[config.mk]
export PLATFORM = sky130hd
export DESIGN_NAME = ioport_unit
export DESIGN_NICKNAME = d
export VERILOG_FILES = /design/src/rtl/ioport_unit.sv
export SDC_FILE = /design/constraint.sdc
export NUM_CORES = 1
export LEC_CHECK = 0
export CORE_ASPECT_RATIO = 1.5
export CORE_MARGIN = 4
export CORE_UTILIZATION = 49
export CTS_CLUSTER_DIAMETER = 40
export DETAILED_ROUTE_END_ITERATION = 8
export GPL_TIMING_DRIVEN = 0
export HOLD_SLACK_MARGIN = 0.08
export PLACE_DENSITY_LB_ADDON = 0.1
export REMOVE_ABC_BUFFERS = 1
export SLEW_MARGIN = 20
export SYNTH_ARGS = -nofsm -noshare
export SYNTH_HDL_FRONTEND = slang
export SYNTH_SLANG_ARGS = --single-unit
[constraint.sdc]
create_clock -name clk -period 3.9 [get_ports clk]
set_input_delay 0.39 -clock clk [delete_from_list [all_inputs] [get_ports clk]]
set_output_delay 0.39 -clock clk [all_outputs]
set_load 0.05 [all_outputs]
[src/rtl/ioport_unit.sv]
module ioport_unit #(
  parameter int AW      = 8,
  parameter int DW      = 2,
  parameter int MOD_ID  = 10,
  parameter int TIMEOUT = 16
) (
  input  logic          clk,
  input  logic          rst_n,
  input  logic          bus_sel,
  input  logic          bus_wr,
  input  logic [AW-1:0] bus_addr,
  input  logic [7:0]    bus_wdata,
  output logic [7:0]    bus_rdata,
  output logic          irq,
  output logic          per_stb,
  output logic [1:0]    per_op,
  output logic [DW-1:0] per_dev,
  output logic [5:0]    per_arg,
  output logic [7:0]    per_wdata,
  input  logic          per_rdy,
  input  logic [7:0]    per_rdata,
  input  logic          per_power,
  input  logic          per_fault
);
  localparam int IW = AW - DW - 2;
  localparam int CW = $clog2(TIMEOUT + 1);

  logic          busy_q, ready_q, err_q, pwr_q, ovr_q, irq_q, ie_q, stb_q;
  logic [7:0]    buf_q, last_q;
  logic [1:0]    op_q;
  logic [DW-1:0] dev_q;
  logic [5:0]    arg_q;
  logic [CW-1:0] cnt_q;

  wire       hit     = bus_sel && (bus_addr[AW-1:DW+2] == IW'(MOD_ID));
  wire [1:0] reg_a   = bus_addr[1:0];
  wire [1:0] cls     = bus_wdata[1:0];
  wire       wr_cmd  = hit && bus_wr && reg_a == 2'd0;
  wire       wr_dat  = hit && bus_wr && reg_a == 2'd1;
  wire       rd_dat  = hit && !bus_wr && reg_a == 2'd1;
  wire       wr_mode = hit && bus_wr && reg_a == 2'd3;
  wire       is_test = wr_cmd && cls == 2'd1;
  wire       is_hs   = wr_cmd && cls != 2'd1;
  wire       accept  = is_hs && !busy_q;
  wire       reject  = is_hs && busy_q;
  wire       waiting = busy_q && !stb_q;
  wire       done    = waiting && per_rdy;
  wire       expire  = waiting && !per_rdy && cnt_q == CW'(TIMEOUT - 1);

  always_ff @(posedge clk) begin
    if (!rst_n) begin
      busy_q <= 1'b0; ready_q <= 1'b0; err_q <= 1'b0; pwr_q <= 1'b0;
      ovr_q  <= 1'b0; irq_q   <= 1'b0; ie_q  <= 1'b0; stb_q <= 1'b0;
      buf_q  <= '0;   last_q  <= '0;   op_q  <= '0;   dev_q <= '0;
      arg_q  <= '0;   cnt_q   <= '0;
    end else begin
      stb_q <= accept;
      if (wr_mode) begin
        ie_q <= bus_wdata[0];
        if (bus_wdata[1]) begin
          err_q <= 1'b0;
          ovr_q <= 1'b0;
        end
      end
      if (rd_dat && ie_q) begin
        ready_q <= 1'b0;
        irq_q   <= 1'b0;
      end
      if (wr_dat && !busy_q) buf_q <= bus_wdata;
      if (wr_cmd) last_q <= bus_wdata;
      if (is_test) begin
        pwr_q <= per_power;
        if (per_fault) err_q <= 1'b1;
      end
      if (reject) ovr_q <= 1'b1;
      if (accept) begin
        op_q    <= cls;
        dev_q   <= bus_addr[DW+1:2];
        arg_q   <= bus_wdata[7:2];
        busy_q  <= 1'b1;
        ready_q <= 1'b0;
        irq_q   <= 1'b0;
        cnt_q   <= '0;
      end else if (done) begin
        busy_q  <= 1'b0;
        ready_q <= 1'b1;
        if (op_q == 2'd2) begin
          buf_q <= per_rdata;
          if (ie_q) irq_q <= 1'b1;
        end
      end else if (expire) begin
        busy_q <= 1'b0;
        err_q  <= 1'b1;
      end else if (waiting) begin
        cnt_q <= cnt_q + 1'b1;
      end
    end
  end

  always_comb begin
    bus_rdata = 8'h00;
    if (hit && !bus_wr) begin
      case (reg_a)
        2'd0:    bus_rdata = last_q;
        2'd1:    bus_rdata = buf_q;
        2'd2:    bus_rdata = {2'b00, irq_q, ovr_q, pwr_q, err_q, busy_q, ready_q};
        default: bus_rdata = {7'b0, ie_q};
      endcase
    end
  end

  assign irq       = irq_q;
  assign per_stb   = stb_q;
  assign per_op    = op_q;
  assign per_dev   = dev_q;
  assign per_arg   = arg_q;
  assign per_wdata = buf_q;
endmodule

# [Yosys cells after proc, flatten, opt, wreduce, memory -nomap -nowiden]
# Cells that the tools add are included.
[op_classes] addsub=1 eq_ne=8 n_mux=25 bitwise=3 reduce_logical=29
[op_table] cell="$mux W8" count=5
[op_table] cell="$pmux W8 S3" count=1
[op_table] cell="$mux W1" count=19
[op_table] cell="$logic_and A1 B1 Y1" count=17
[op_table] cell="$eq A2 B2 Y1 const B" count=3
[op_table] cell="$reduce_bool A2 Y1" count=3
[op_table] cell="$add A5 B1 Y5 const B" count=1
[op_table] cell="$eq A5 B4 Y1 const B" count=1
[op_table] cell="$eq A2 B1 Y1 const B" count=2
[op_table] cell="$eq A4 B4 Y1 const B" count=1
[op_table] cell="$logic_not A1 Y1" count=4
[op_table] cell="$not A1 Y1" count=3
[op_table] cell="$reduce_and A3 Y1" count=1
[op_table] cell="$reduce_bool A3 Y1" count=1
[op_table] cell="$logic_not A2 Y1" count=1
[op_table] cell="$ne A2 B1 Y1 const B" count=1
[op_table] cell="$reduce_and A2 Y1" count=1
[op_table] cell="$reduce_or A2 Y1" count=1
[word_totals] ff_bits=39 input_bits=31 out_inout_bits=28 elab_cells=80

# [Logic depth before layout (Yosys ltp)]
# Gate-level depths: netlist (run 1).
[depth] depth_word=10 depth_mapped=7

# [Worst setup path before layout (run 1)]
# OpenSTA, ideal clock, no wires.
[synth_timing] path_type="input to output" from="input bus_addr[6]" to="output bus_rdata[0]" t_arrival_ns=1.677 required_ns=3.510 setup_slack_ns=1.833 cell_stages=4 cell_sequence="and4bb_1 > buf_4 > nand3b_1 > nor2b_1"
[synth_between] elab_chain_cells=4
[synth_lines] element="start: declaration" line_no="11" text="input logic [AW-1:0] bus_addr,"
[synth_lines] element="$eq A4 B4 Y1" line_no="35" text="wire hit = bus_sel && (bus_addr[AW-1:DW+2] == IW'(MOD_ID));"
[synth_lines] element="$logic_and A1 B1 Y1" line_no="35"
[synth_lines] element="$logic_and A1 B1 Y1" line_no="102" text="if (hit && !bus_wr) begin"
[synth_lines] element="$mux W8" line_no="102"
[synth_lines] element="end: declaration" line_no="13" text="output logic [7:0] bus_rdata,"
# No other way between the ends.

# [Worst setup path after layout (run 1)]
[layout_timing] from="input bus_addr[0]" to="output bus_rdata[0]"
[layout_between] elab_chain_cells=3
[layout_lines] element="$eq A2 B2 Y1, or another cell as far along" line_no="103" text="case (reg_a)"
[layout_lines] element="$pmux W8 S3 (*)" line_no="103"
[layout_lines] element="$mux W8 (*)" line_no="102"
# Every way passes the cells marked *; elsewhere a longest branch is shown, timed or not.

==> results of run 1 <==
-- power by group through the flow --
stage / Clock [uW] / Combinational, uW / Sequential [uW]
finish: 294 / 62.9 / 399
global route: 321 / 67.0 / 399
CTS: 298 / 63.0 / 399
detailed placement: 0 / 62.4 / 408
global placement: 0 / 60.8 / 408
floorplan: 0 / 15.0 / 410
-- logic make-up (layout without fill, tap and decap cells) --
family	Yosys count	after routing
flip-flops	39	39
multiplexers	18	18
adder cells (fa/ha/maj)	2	2
AO/OA/AOI/OAI	41	41
buffers and inverters	12	68
AND/OR/NAND/NOR	72	72
XOR/XNOR	3	3
-- routing by layer --
layer / track usage, % / vias to the layer above
li1: - / 778
met1: 24.7 / 752
met2: 40.2 / 73
met3: 4.56 / 11
met4: 10.2 / 0
met5: 0 / -
-- final cells by class --
type	count	area share, %
Multi-Input combinational cell	136	37.7
Sequential cell	39	32.0
Timing Repair Buffer	58	23.8
Clock buffer	8	4.10
Tap cell	42	2.15
Inverter	2	0.307
-- through the flow --
| stage | power, uW | utilization, % | hold slack, ns | area, um2 | setup WS (ns) |
|---|---|---|---|---|---|
| after global routing | 787 | 70.9 | 0.477 | 2440 | 0.606 |
| after floorplan | 425 | - | 0.433 | 1710 | 1.76 |
| final | 756 | 70.9 | 0.456 | 2440 | 0.731 |
| after detailed placement | 471 | 68.0 | 0.447 | 2340 | 0.717 |
| after global placement | 469 | 68.0 | 0.443 | 2340 | 0.747 |
| after CTS | 760 | 70.9 | 0.456 | 2440 | 0.716 |
-- registers in the layout (all words and copies together) (netlist names) --
name / flops
last_q: 8
per_wdata: 8
per_arg: 6
cnt_q: 5
per_dev: 2
per_op: 2
busy_q: 1
err_q: 1
ie_q: 1
irq: 1
ovr_q: 1
per_stb: 1
pwr_q: 1
ready_q: 1
-- placed cells by master, fill, tap and decap left out, types with 3 or more instances in the layout --
cell type	n
sky130_fd_sc_hd__nor2b_1	4
sky130_fd_sc_hd__nand2_1	22
sky130_fd_sc_hd__o21ai_0	3
sky130_fd_sc_hd__a22o_1	10
sky130_fd_sc_hd__clkbuf_8	7
sky130_fd_sc_hd__and3_1	3
sky130_fd_sc_hd__nor2_1	21
sky130_fd_sc_hd__dfxtp_1	39
sky130_fd_sc_hd__mux2i_1	17
sky130_fd_sc_hd__o2bb2ai_1	8
sky130_fd_sc_hd__nand3_1	6
sky130_fd_sc_hd__a21oi_1	17
sky130_fd_sc_hd__clkdlybuf4s50_1	58
-- critical path: stages --
cell                              delay (ns)
sky130_fd_sc_hd__clkdlybuf4s50_1        0.95
sky130_fd_sc_hd__mux4_2                 0.57
sky130_fd_sc_hd__nor2b_1                0.15
sky130_fd_sc_hd__clkdlybuf4s50_1        0.71
-- path summary, 6_finish.rpt --
check / start / end / cells past startpoint / slack (ns)
setup / recovery: bus_addr[0] / bus_rdata[0] / 4 / 0.73
hold / removal: last_q[2]$_SDFFE_PN0P_ / last_q[2]$_SDFFE_PN0P_ / 2 / 0.46
setup reg to reg: cnt_q[0]$_SDFFE_PP0P_ / cnt_q[3]$_SDFFE_PP0P_ / 7 / 2.03
hold reg to reg: last_q[2]$_SDFFE_PN0P_ / last_q[2]$_SDFFE_PN0P_ / 2 / 0.46
-- Yosys cell counts (all sizes together) --
master | instances | share of area (%)
a22o | 10 | 5.0
inv | 2 | 0.42
nand2b | 2 | 0.71
xor2 | 2 | 0.99
and2 | 2 | 0.71
nor3b | 2 | 0.85
a32oi | 1 | 0.50
nand4 | 3 | 1.4
nor4b | 1 | 1.3
o21ai | 3 | 0.85
and4b | 1 | 0.57
a211oi | 1 | 0.42
ha | 2 | 1.4
nand3 | 6 | 1.7
buf | 8 | 2.9
nand3b | 2 | 0.85
nor2 | 21 | 4.5
mux4 | 1 | 1.3
nand4b | 1 | 1.3
a31oi | 1 | 0.35
o2bb2ai | 8 | 4.0
and4bb | 2 | 1.4
nor2b | 4 | 1.4
a21oi | 17 | 4.8
and3 | 3 | 1.1
clkbuf | 2 | 0.42
mux2i | 17 | 9.6
nand2 | 22 | 4.7
dfxtp | 39 | 44
xnor2 | 1 | 0.50
==> results.toml, run 1 <==
[yosys]
synth.ff_latch_count = 39
post_synth.cell_area_avg_um2 = 9.46
yosys.cell_types.count = 33
synthesis.instances = 187
synth.mux.area_fraction_pct = 10.9
synth_fa_ha_area_share_pct = 1.41
yosys.area_share.xor_xnor_pct = 1.49
combined_area_of_all_synthesized_cells_um2 = 1770
synth_compound_area_share_pct = 15.8
largest_family_of_logic_cells_by_synthesized_area = "simple AND/OR/NAND/NOR gates"
ys_warnings = 0
post_synth_and_or_nand_nor_area_fraction_pct = 22.5
register_area_share_after_synthesis_pct = 44.1

[die]
die_area_um2 = 4660
initial_utilization_pct = 51.3
floorplan.core_area_um2 = 3450
die_h_um = 81.6
top_level_i_o_count = 59
die_x_um = 57.1
std_cell_rows = 26

[power_and_ir_drop]
power_density_nw_per_um2 = 309
cellInternalPower_uw = 594
p_seq_share_pct = 52.8
static-leakage-power_uw = 0.000931
comb_power_share_pct = 8.3
swShare_pct = 21.4
vdd.ir_drop.worst_v = 0.000261
clkPwrFrac_pct = 38.9
power_switching_uw = 162

[critical_path]
endpoint_kind = "primary output"
critical_path.max_fanout = 14
critical_path.startpoint_type = "input port"
crit_required_ns = 3.51
worst-endpoint-arrival_ns = 2.78
crit_type = "input port to primary output"

[route]
totalWireLength_um = 4840
wl_per_cell_um = 17.0
vias_per_cell = 5.66
m1WireLength_um = 1840
detailroute.via_count = 1614
dr_wl_met3_um = 357
wl_met2_um = 2550
drt-pass1-iter-count = 4
drt_drc_violations_left = 0
final_antenna_net_count = 0
drtIter0Drc = 27
highest_layer = "met4"

[clocking]
max-clock-path-buffers = 2
cts-resized-gates = 0
tritoncts_clock_tree = "yes"
cts-hold-fix-buffers = 0
cts_buffers = 5
cts.root.buffer_cell = "sky130_fd_sc_hd__clkbuf_8"
post_cts_buffers = 0
cts_max_level = 2
cts.sink_count = 39
insertion_delay_ns = 0.29
path_clk_slew_ns = 0.07

[final_layout]
final-seq-area_um2 = 781
final.fill_count = 278
area.growth.synth_to_final_pct = 38.1
multi_input_area_um2 = 922
fin_cells = 285
antenna_cells_inserted = 0
final_layout_size_suffix_gt1_share_pct = 4.53
final_nets = 275

[place]
gp_congestion = 0.815
place_inst = 277
numPortBuffers = 58
hpwlAfterDp_um = 3600

[sta]
max_slew.worst_pin.slew_ns = 0.787
fin_setup_tns_ns = 0
setup_repair_after_global_routing_missed_its_margin = "no"
timing.max_slew.rel_slack_pct = 47.3
clock_skew_ns = 0.00449
timing_hold_violations_final = 0
slew_violations = 0
fin_crit_sh_pct = 81.3
finalSetupViolCount = 0
fmax_mhz = 316
period_needed_ns = 3.17

[status]
status = "finished clean"

[run]
maxCapViolCount = 0

[grt]
grt_pass1_wl_um = 7960
via_count_of_the_first_global_routing_pass = 1716
grt_max_degree = 15
antenna_found_initial = 0
grt.total_usage_pct = 22.2
globalRouteOverflowTotal = 0

[hold_path]
hold_path.class = "register to register"
Note: power is estimated with default switching activity, not from simulation.
==> inputs of run 2 (changes only) <==
Settings changed: CORE_UTILIZATION 49 to 41.
Clock period 3.9 ns to 2.9 ns, I/O delays scaled along.
==> run 2 against run 1 <==
Worst hold slack worse by 0.0020 ns. Final cell count up 1.4%. Largest cell class unchanged. Global-route usage down 4.2 points. Sequential cell count unchanged. Total power up 53%. First-iteration DRC count up 26%. Via count down 4.9%. Core utilization down 12 points. Critical path depth up 1. Register-to-register slack worse by 0.94 ns. Die area up 17%.
==> results.toml, run 2 (synthesis results as in run 1) <==
[hold_path]
min_delay_worst_endpoint = "last_q[6]$_SDFFE_PN0P_"
hold_path.class = "register to register"
start_point_of_the_worst_min_delay_path = "last_q[6]$_SDFFE_PN0P_"
hold-path-cell-count = 2

[route]
drtIter0Drc = 34
vias_per_cell = 5.31
drt-pass1-iter-count = 4
wl_per_cell_um = 15.8
detailroute.via_count = 1535
final_antenna_net_count = 0
totalWireLength_um = 4560
drt_drc_violations_left = 0

[die]
die_area_um2 = 5450
initial_utilization_pct = 42.0
die_x_um = 61.6
top_level_i_o_count = 59
die_h_um = 88.5
floorplan.core_area_um2 = 4210
std_cell_rows = 29

[grt]
grt_pass1_wl_um = 7210
grt_max_degree = 15
antenna_found_initial = 0
grt.total_usage_pct = 18.0
via_count_of_the_first_global_routing_pass = 1522
globalRouteOverflowTotal = 0

[run]
maxCapViolCount = 0

[sta]
final.hold.worst_slack_ns = 0.454
max_slew.worst_pin.slew_ns = 0.778
setup_repair_after_global_routing_missed_its_margin = "no"
fmax_mhz = 367
clock_skew_ns = 0.00811
timing.max_slew.rel_slack_pct = 48.1
period_needed_ns = 2.72
slew_violations = 0
finalSetupViolCount = 0
timing_hold_violations_final = 0
fin_crit_sh_pct = 93.9

[power_and_ir_drop]
vdd.ir_drop.worst_v = 0.000399
total_power_uw = 1150
static-leakage-power_uw = 0.000947
power_density_nw_per_um2 = 465

[critical_path]
rr_startpoint = "cnt_q[0]$_SDFFE_PP0P_"
crit_required_ns = 2.61
worst-endpoint-arrival_ns = 2.43
worst-r2r-setup-slack_ns = 1.09
crit-reg2reg-capture = "cnt_q[3]$_SDFFE_PP0P_"
critical_path.startpoint_type = "input port"
worstRegToRegCells = 7
critical_path.startpoint = "bus_addr[6]"
critical_path.max_fanout = 8
endpoint_kind = "primary output"
crit_type = "input port to primary output"

[final_layout]
fin_cells = 289
final_nets = 275
antenna_cells_inserted = 0
final_common_cell = "sky130_fd_sc_hd__clkdlybuf4s50_1"
area.growth.synth_to_final_pct = 40.2
final_layout_size_suffix_gt1_share_pct = 4.53
layout.cells.most_common_list = "sky130_fd_sc_hd__clkdlybuf4s50_1, sky130_fd_sc_hd__dfxtp_1, sky130_fd_sc_hd__nand2_1"

[clocking]
cts.root.buffer_cell = "sky130_fd_sc_hd__clkbuf_8"
cts-resized-gates = 1
post_cts_buffers = 0
insertion_delay_ns = 0.29
path_clk_slew_ns = 0.07
cts_max_level = 2
tritoncts_clock_tree = "yes"
max-clock-path-buffers = 2
cts.sink_count = 39
cts_buffers = 5
cts-hold-fix-buffers = 0

[place]
hpwlAfterDp_um = 3250
numPortBuffers = 58
gp_congestion = 0.774
place_inst = 281

[status]
status = "finished clean"
==> run 2: power by group <==
group	switching, uW	leakage (uW)	internal (uW)
combinational	38.6	0.000567	45.4
clock	189	0.0000654	344
sequential	0.669	0.000314	536
==> run 2: layout make-up <==
type	count	area, um2
Clock buffer	6	72.6
Clock inverter	2	60.1
Fill cell	403	1730
Inverter	2	7.51
Multi-Input combinational cell	136	922
Sequential cell	39	781
Tap cell	46	57.6
Timing Repair Buffer	58	579
==> run 2: through the flow <==
step                setup slack [ns]  cell area [um2]  TNS, ns  utilization [%]
CTS                            0.146             2480        0             58.9
global route                  0.0270             2480        0             58.9
finish                         0.178             2480        0             58.9
detailed placement           -0.0906             2350  -0.0941             55.8
global placement              -0.101             2350   -0.131             55.8
floorplan                      0.943             1710        0                -
==> run 2: layer usage <==
| metal | wire length (um) | part of all wire [%] | GRT usage (%) |
|---|---|---|---|
| met1 | 1950 | 43 | 21.5 |
| met2 | 2150 | 47 | 28.6 |
| met3 | 295 | 6.5 | 5.11 |
| met4 | 159 | 3.5 | 9.85 |
| met5 | 0 | 0 | 0 |
==> run 2: how the worst max path moves through the flow <==
stage	slack (ns)	cells after the start	end
5_1_grt	0.03	5	bus_rdata[4]
3_5_place_dp	-0.09	4	bus_rdata[0]
4_1_cts	0.15	5	bus_rdata[0]
2_1_floorplan	0.94	2	bus_rdata[0]
6_report	0.18	5	bus_rdata[0]
3_3_place_gp	-0.10	4	bus_rdata[0]
==> run 2: worst max-delay path, cell delays in order <==
cell and delay, ns:
sky130_fd_sc_hd__clkdlybuf4s50_1 0.39, sky130_fd_sc_hd__and4bb_1 0.48, sky130_fd_sc_hd__nand3b_1 0.27, sky130_fd_sc_hd__nor2b_1 0.18, sky130_fd_sc_hd__clkdlybuf4s50_1 0.81
